===== config.mk =====
export PLATFORM = sky130hd
export DESIGN_NAME = ctl_serial_dec
export DESIGN_NICKNAME = d
export VERILOG_FILES = /design/src/rtl/ctl_serial_pkg.sv /design/src/rtl/ctl_frame_det.sv /design/src/rtl/ctl_pkt_seq.sv /design/src/rtl/ctl_regfile.sv /design/src/rtl/ctl_serial_dec.sv
export SDC_FILE = /design/constraint.sdc
export NUM_CORES = 1
export LEC_CHECK = 0
export ABC_CLOCK_PERIOD_IN_PS = 6700
export BUFFER_PORTS_ARGS = -buffer_cell sky130_fd_sc_hd__buf_2
export CAP_MARGIN = 20
export CELL_PAD_IN_SITES_DETAIL_PLACEMENT = 1
export CELL_PAD_IN_SITES_GLOBAL_PLACEMENT = 1
export CORE_ASPECT_RATIO = 1.5
export CORE_MARGIN = 3
export CORE_UTILIZATION = 56
export DETAILED_ROUTE_END_ITERATION = 16
export GPL_TIMING_DRIVEN = 0
export PLACE_DENSITY_LB_ADDON = 0.1
export SETUP_SLACK_MARGIN = 0.05
export SYNTH_ARGS = -nofsm -noshare
export SYNTH_HDL_FRONTEND = slang
export SYNTH_HIERARCHICAL = 1
export SYNTH_SLANG_ARGS = --single-unit

===== constraint.sdc =====
create_clock -name clk -period 6.7 [get_ports clk]
set_clock_uncertainty 0.05 [all_clocks]
set_input_delay 0.67 -clock clk [delete_from_list [all_inputs] [get_ports clk]]
set_output_delay 0.67 -clock clk [all_outputs]
set_load 0.005 [all_outputs]

===== src/rtl/ctl_serial_pkg.sv =====
package ctl_serial_pkg;

  localparam int PKT_BITS = 16;
  localparam int REG_W    = 16;
  localparam int ADDR_W   = 12;
  localparam int DEV_W    = 6;

  typedef enum logic [3:0] {
    OP_READ  = 4'b0000,
    OP_WRITE = 4'b0001,
    OP_SETR  = 4'b0010,
    OP_SETF  = 4'b0100,
    OP_CLRR  = 4'b1011,
    OP_NOP   = 4'b1111
  } ctl_op_e;

  // device identifier is split around the opcode inside the request word
  function automatic logic [DEV_W-1:0] req_dev(input logic [PKT_BITS-1:0] w);
    return {w[10], w[4:0]};
  endfunction

  function automatic logic [3:0] req_op(input logic [PKT_BITS-1:0] w);
    return w[9:6];
  endfunction

  function automatic logic req_bcast(input logic [PKT_BITS-1:0] w);
    return w[5];
  endfunction

  function automatic logic [ADDR_W-1:0] pkt_addr(input logic [PKT_BITS-1:0] w);
    return w[ADDR_W-1:0];
  endfunction

  function automatic logic [REG_W-1:0] reg_init(input int unsigned idx);
    return {8'h5A, 8'(idx)};
  endfunction

endpackage


===== src/rtl/ctl_frame_det.sv =====
module ctl_frame_det #(
  parameter int HI_LEN = 4,
  parameter int LO_LEN = 4
) (
  input  logic clk,
  input  logic rst_n,
  input  logic cmd_i,
  input  logic armed_i,
  output logic start_o
);
  localparam int LEN = HI_LEN + LO_LEN;
  localparam logic [LEN-1:0] PATTERN = {{HI_LEN{1'b1}}, {LO_LEN{1'b0}}};

  logic [LEN-2:0] hist_q;

  always_ff @(posedge clk or negedge rst_n) begin
    if (!rst_n) hist_q <= '0;
    else        hist_q <= {hist_q[LEN-3:0], cmd_i};
  end

  // the current sample completes the window, so the packet starts next edge
  assign start_o = armed_i && ({hist_q, cmd_i} == PATTERN);
endmodule


===== src/rtl/ctl_pkt_seq.sv =====
module ctl_pkt_seq #(
  parameter int PKT_BITS = 16,
  parameter int NPKT     = 4
) (
  input  logic                        clk,
  input  logic                        rst_n,
  input  logic                        start_i,
  input  logic                        sdi_i,
  input  logic                        last_i,
  output logic                        busy_o,
  output logic [$clog2(NPKT)-1:0]     pkt_o,
  output logic [$clog2(PKT_BITS)-1:0] bit_o,
  output logic [PKT_BITS-1:0]         word_o,
  output logic                        done_o
);
  localparam int BW = $clog2(PKT_BITS);
  localparam logic [BW-1:0] LAST_BIT = BW'(PKT_BITS - 1);

  logic [PKT_BITS-2:0] sh_q;

  assign word_o = {sh_q, sdi_i};
  assign done_o = busy_o && (bit_o == LAST_BIT);

  always_ff @(posedge clk or negedge rst_n) begin
    if (!rst_n) begin
      busy_o <= 1'b0;
      pkt_o  <= '0;
      bit_o  <= '0;
      sh_q   <= '0;
    end else if (start_i) begin
      busy_o <= 1'b1;
      pkt_o  <= '0;
      bit_o  <= '0;
    end else if (busy_o) begin
      sh_q <= word_o[PKT_BITS-2:0];
      if (done_o) begin
        bit_o <= '0;
        if (last_i) busy_o <= 1'b0;
        else        pkt_o  <= pkt_o + 1'b1;
      end else begin
        bit_o <= bit_o + 1'b1;
      end
    end
  end
endmodule


===== src/rtl/ctl_regfile.sv =====
module ctl_regfile
  import ctl_serial_pkg::*;
#(
  parameter int NREGS = 8
) (
  input  logic              clk,
  input  logic              rst_n,
  input  logic              clr_i,
  input  logic              we_i,
  input  logic [ADDR_W-1:0] addr_i,
  input  logic [REG_W-1:0]  wdata_i,
  output logic [REG_W-1:0]  rdata_o,
  output logic              hit_o
);
  localparam int IW = (NREGS > 1) ? $clog2(NREGS) : 1;

  logic [REG_W-1:0] regs [NREGS];

  assign hit_o = (addr_i < ADDR_W'(NREGS));

  for (genvar g = 0; g < NREGS; g++) begin : g_reg
    logic [REG_W-1:0] q;
    always_ff @(posedge clk or negedge rst_n) begin
      if (!rst_n)                                        q <= reg_init(g);
      else if (clr_i)                                    q <= reg_init(g);
      else if (we_i && hit_o && addr_i[IW-1:0] == IW'(g)) q <= wdata_i;
    end
    assign regs[g] = q;
  end

  assign rdata_o = hit_o ? regs[addr_i[IW-1:0]] : '0;
endmodule


===== src/rtl/ctl_serial_dec.sv =====
module ctl_serial_dec
  import ctl_serial_pkg::*;
#(
  parameter int NREGS = 8
) (
  input  logic             clk,
  input  logic             rst_n,
  input  logic             cmd_i,
  input  logic             sdi_i,
  input  logic [DEV_W-1:0] dev_id_i,
  output logic             sdo_o,
  output logic             fast_mode_o,
  output logic             rst_held_o
);
  localparam int NPKT = 4;
  localparam int PW   = $clog2(NPKT);
  localparam int BW   = $clog2(PKT_BITS);
  localparam logic [PW-1:0] PK_REQ  = PW'(0);
  localparam logic [PW-1:0] PK_ADDR = PW'(1);
  localparam logic [PW-1:0] PK_GAP  = PW'(2);
  localparam logic [PW-1:0] PK_DATA = PW'(3);

  logic                start, busy, done, last;
  logic [PW-1:0]       pkt;
  logic [BW-1:0]       bitc;
  logic [PKT_BITS-1:0] word;

  logic [3:0] op;
  logic       sel, is_rw, req_done;
  logic       ev_setr, ev_clrr, ev_setf, ev_wr;

  logic              held_q, fast_q, act_q, rd_q;
  logic [ADDR_W-1:0] addr_q;
  logic [REG_W-1:0]  rd_word_q, rf_rdata;
  logic              rf_hit;

  ctl_frame_det #(.HI_LEN(4), .LO_LEN(4)) u_frame (
    .clk(clk), .rst_n(rst_n), .cmd_i(cmd_i), .armed_i(!busy), .start_o(start)
  );

  ctl_pkt_seq #(.PKT_BITS(PKT_BITS), .NPKT(NPKT)) u_seq (
    .clk(clk), .rst_n(rst_n), .start_i(start), .sdi_i(sdi_i), .last_i(last),
    .busy_o(busy), .pkt_o(pkt), .bit_o(bitc), .word_o(word), .done_o(done)
  );

  ctl_regfile #(.NREGS(NREGS)) u_rf (
    .clk(clk), .rst_n(rst_n), .clr_i(ev_setr), .we_i(ev_wr), .addr_i(addr_q),
    .wdata_i(word), .rdata_o(rf_rdata), .hit_o(rf_hit)
  );

  // request decode on the cycle its last bit is sampled
  assign op       = req_op(word);
  assign sel      = req_bcast(word) || (req_dev(word) == dev_id_i);
  assign is_rw    = (op == OP_READ) || (op == OP_WRITE);
  assign req_done = done && (pkt == PK_REQ);
  assign last     = (pkt == PK_DATA) || ((pkt == PK_REQ) && !is_rw);

  // named events for the checker
  assign ev_setr = req_done && sel && (op == OP_SETR);
  assign ev_clrr = req_done && sel && (op == OP_CLRR);
  assign ev_setf = req_done && sel && (op == OP_SETF) && !held_q;
  assign ev_wr   = done && (pkt == PK_DATA) && act_q && !rd_q && rf_hit;

  always_ff @(posedge clk or negedge rst_n) begin
    if (!rst_n) begin
      held_q    <= 1'b0;
      fast_q    <= 1'b0;
      act_q     <= 1'b0;
      rd_q      <= 1'b0;
      addr_q    <= '0;
      rd_word_q <= '0;
    end else begin
      if (ev_setr)      held_q <= 1'b1;
      else if (ev_clrr) held_q <= 1'b0;
      if (ev_setf) fast_q <= 1'b1;
      if (req_done) begin
        act_q <= sel && is_rw && !held_q;
        rd_q  <= (op == OP_READ);
      end
      if (done && pkt == PK_ADDR) addr_q <= pkt_addr(word);
      if (done && pkt == PK_GAP)  rd_word_q <= (act_q && rd_q) ? rf_rdata : '0;
    end
  end

  assign sdo_o       = busy && (pkt == PK_DATA) && rd_word_q[~bitc];
  assign fast_mode_o = fast_q;
  assign rst_held_o  = held_q;
endmodule


==> metrics <==
leakage power=5.08 nW; WHS=0.237 ns; CTS resizes=0; Cell Area, Synth=roughly 9600 um2; cell row count=57; Synth area leader=dfrtp_1; vias in the first global route=between 7000 and 8000; final wirelength=~28000 um; Post-CTS Setup Bufs=0; Post-CTS Hold Fix Bufs=0; r2r setup slk=roughly 2 ns; initial antenna violation count=0; via count=around 6700; RSZ-0062 raised after global routing=false; CTS Buf Count=17; share of cells above drive strength 1=between 10% and 20%; number of nets in the layout=857; Residual DRC=0; power per cell area=between 300 and 400 nW/um2; actual slew at the worst max-slew pin=slightly below 0.9 ns; Clk pin slew, worst setup/hold paths=about 0.070 ns; YS warnings=6; DR vias/cell=between 6 and 7; Netlist cell types=54; Worst-Skew Late Latency=between 0.4 and 0.5 ns; first-pass GRT wire length=~43000 um; flops & latches, synth=~190; Synth top area share=37.9%; io pins=13; Synth Flop Type=dfrtp_1; Worst Path Arrival=approximately 5 ns; period utilization=70.8%; reg2reg end=u_rf/g_reg[5].q[12]; GRT Resource Usage Total=a little under a third; Mapped Cells=between 800 and 900; fin util=roughly 64%; CTS max path bufs=2; initial drt markers=approximately 450; detailed placement HPWL=between 15000 and 20000 um; Synth-to-Final Area Change=9.71%; setup TNS=0 ns; Mapped Avg Cell Area=11.8 um2; status=completed; critical path launch point type=flop; Critical Path Fanout Max=10; final setup vio count=0; Die Span Y=roughly 170 um; Sink Count=189; CTS tree=built; Initial Util=between 50% and 60%; Post-Place Cell Area=9930 um2; EDFF count, synth=0; max-cap violations=0; launching point of the worst reg2reg path=u_seq/bit_o[0]; Post-Layout Inst Area=10500 um2; chip width=around 110 um; GPL Wtd Cong=0.845; worst setup path category=reg2reg; GR Overflow Total=0; slew margin rel.=around two fifths; Min-Delay Path Class=in2async; Seq/Total Area, Yosys=between 40% and 50%; Detailed Routing Iterations Pass 1=5; Final Hold Vio Count=0; Worst EP required=about 7.0 ns; setup ws final=just under 2 ns; Core ar.=16500 um2; CTS H-tree lvls=4; crit path capture type=flop; min cycle time layout=roughly 4.7 ns; port buffer count=12; commonest non-fill, non-tap cell in the layout=mux2i_1; DP Worst Slack=2.08 ns; Root Buffer Master=clkbuf_16; Synth async-reset ratio=100%; Slew Limit Fails=0; Routed Antenna Nets=0; wire per inst=25.9 um; Post-Syn Nets=825; Achievable Freq=0.211 GHz; top area cells in the synthesized netlist=dfrtp_1 38%, mux2i_1 20%, dfstp_2 12%, nand2b_1 6.3%, a22oi_1 2.4%; most frequent cells in the layout=192 x mux2i_1, 145 x dfrtp_1, 97 x nand2b_1; Die ar.=around 19000 um2; pin count of the biggest net entering global routing=about 110; Max VDD drop=between 0.0002 and 0.00025 V; Reg2Reg Depth=14
## per-stage QoR
stage / power, W / std cells
2_1_floorplan: 0.00231 / 814
3_3_place_gp: 0.00271 / 1032
3_5_place_dp: 0.00278 / 1033
4_1_cts: 0.00380 / 1065
5_1_grt: 0.00397 / 1065
6_report: 0.00379 / 1066
## flip-flops by register name (all words and copies together) (netlist names)
register / count
rst_held_o: 1
u_frame/hist_q: 7
u_seq/pkt_o: 2
u_rf/g.q: 128
u_seq/bit_o: 4
u_seq/busy_o: 1
addr_q: 12
fast_mode_o: 1
u_seq/sh_q: 15
rd_q: 1
rd_word_q: 16
act_q: 1
## routing by layer
metal | vias to the layer above | GRT usage [%] | share of wire, %
met2 | 181 | 53.1 | 54
met3 | 77 | 5.36 | 3.7
li1 | 2917 | - | -
met1 | 3489 | 36.0 | 38
met4 | 0 | 14.5 | 4.5
met5 | - | 0 | 0
## cell type report
class	instances	area, um2
antenna	1	2.50
buffer	63	349
tap	206	258
timing repair buffer	13	97.6
fill	1673	5970
multi-input combinational	557	4420
inverter	5	18.8
sequential	189	4780
clock inverter	9	114
clock buffer	23	458
## synthesized netlist by cell type, types with 2 or more instances
cell and number:
mux2i_1 192, dfrtp_1 145, nand2b_1 97, nor2_1 59
dfstp_2 44, nand2_1 42, a22oi_1 31, clkbuf_1 29
o21ai_0 20, and3_1 17, mux2_2 16, buf_1 10
buf_6 10, mux2_4 10, buf_2 9, nand4_2 8
xor2_1 7, a21oi_1 6, inv_1 5, mux4_1 4
or3_1 4, and4b_1 3, nor2b_1 3, nor4bb_1 3
o41ai_1 3, a21o_1 2, and2_1 2, buf_4 2
clkbuf_2 2, mux4_2 2, nand3b_1 2, nor3_2 2
nor3b_1 2
## cells by family (layout without fill, tap and decap cells)
family          after synthesis  in the layout  synth area share [%]
fa+ha+maj                     1              1                 0.131
other cells                   0              1                     0
xor+xnor                      7              7                 0.640
buf+inv                      68            113                  3.84
compound gates               65             65                  4.46
flops                       189            189                  50.0
mux                         224            224                  25.1
simple gates                260            260                  15.9
## power by group
part / internal [W] / total, W / switching (W)
combinational: 0.000482 / 0.00127 / 0.000785
clock: 0.000562 / 0.00100 / 0.000440
sequential: 0.00133 / 0.00152 / 0.000193
total: 0.00237 / 0.00379 / 0.00142
## critical path, stage by stage, from the launching register on
cell	delay (ns)
dfrtp_1	0.58
ha_1	0.34
nand4_2	0.17
inv_1	0.16
or3b_1	0.35
buf_2	0.18
nor4b_4	0.29
a21oi_1	0.12
nor2_1	0.33
clkbuf_1	0.49
clkbuf_1	0.37
buf_2	0.34
clkbuf_1	0.54
nor2_1	0.14
mux2i_1	0.19
## worst max-delay path by stage
| stage | startpoint | to | depth (start not counted) |
|---|---|---|---|
| 3_5_place_dp | u_seq/bit_o[0] | u_rf/g_reg[0].q[14] | 14 |
| 5_1_grt | u_seq/bit_o[0] | u_rf/g_reg[0].q[14] | 14 |
| 2_1_floorplan | u_seq/bit_o[0] | u_rf/g_reg[3].q[0] | 14 |
| 4_1_cts | u_seq/bit_o[0] | u_rf/g_reg[0].q[14] | 14 |
| 6_report | u_seq/bit_o[0] | u_rf/g_reg[5].q[12] | 14 |
| 3_3_place_gp | rst_n | u_rf/g_reg[1].q[3] | 1 |
No activity file was read; power rests on OpenSTA's default activity.
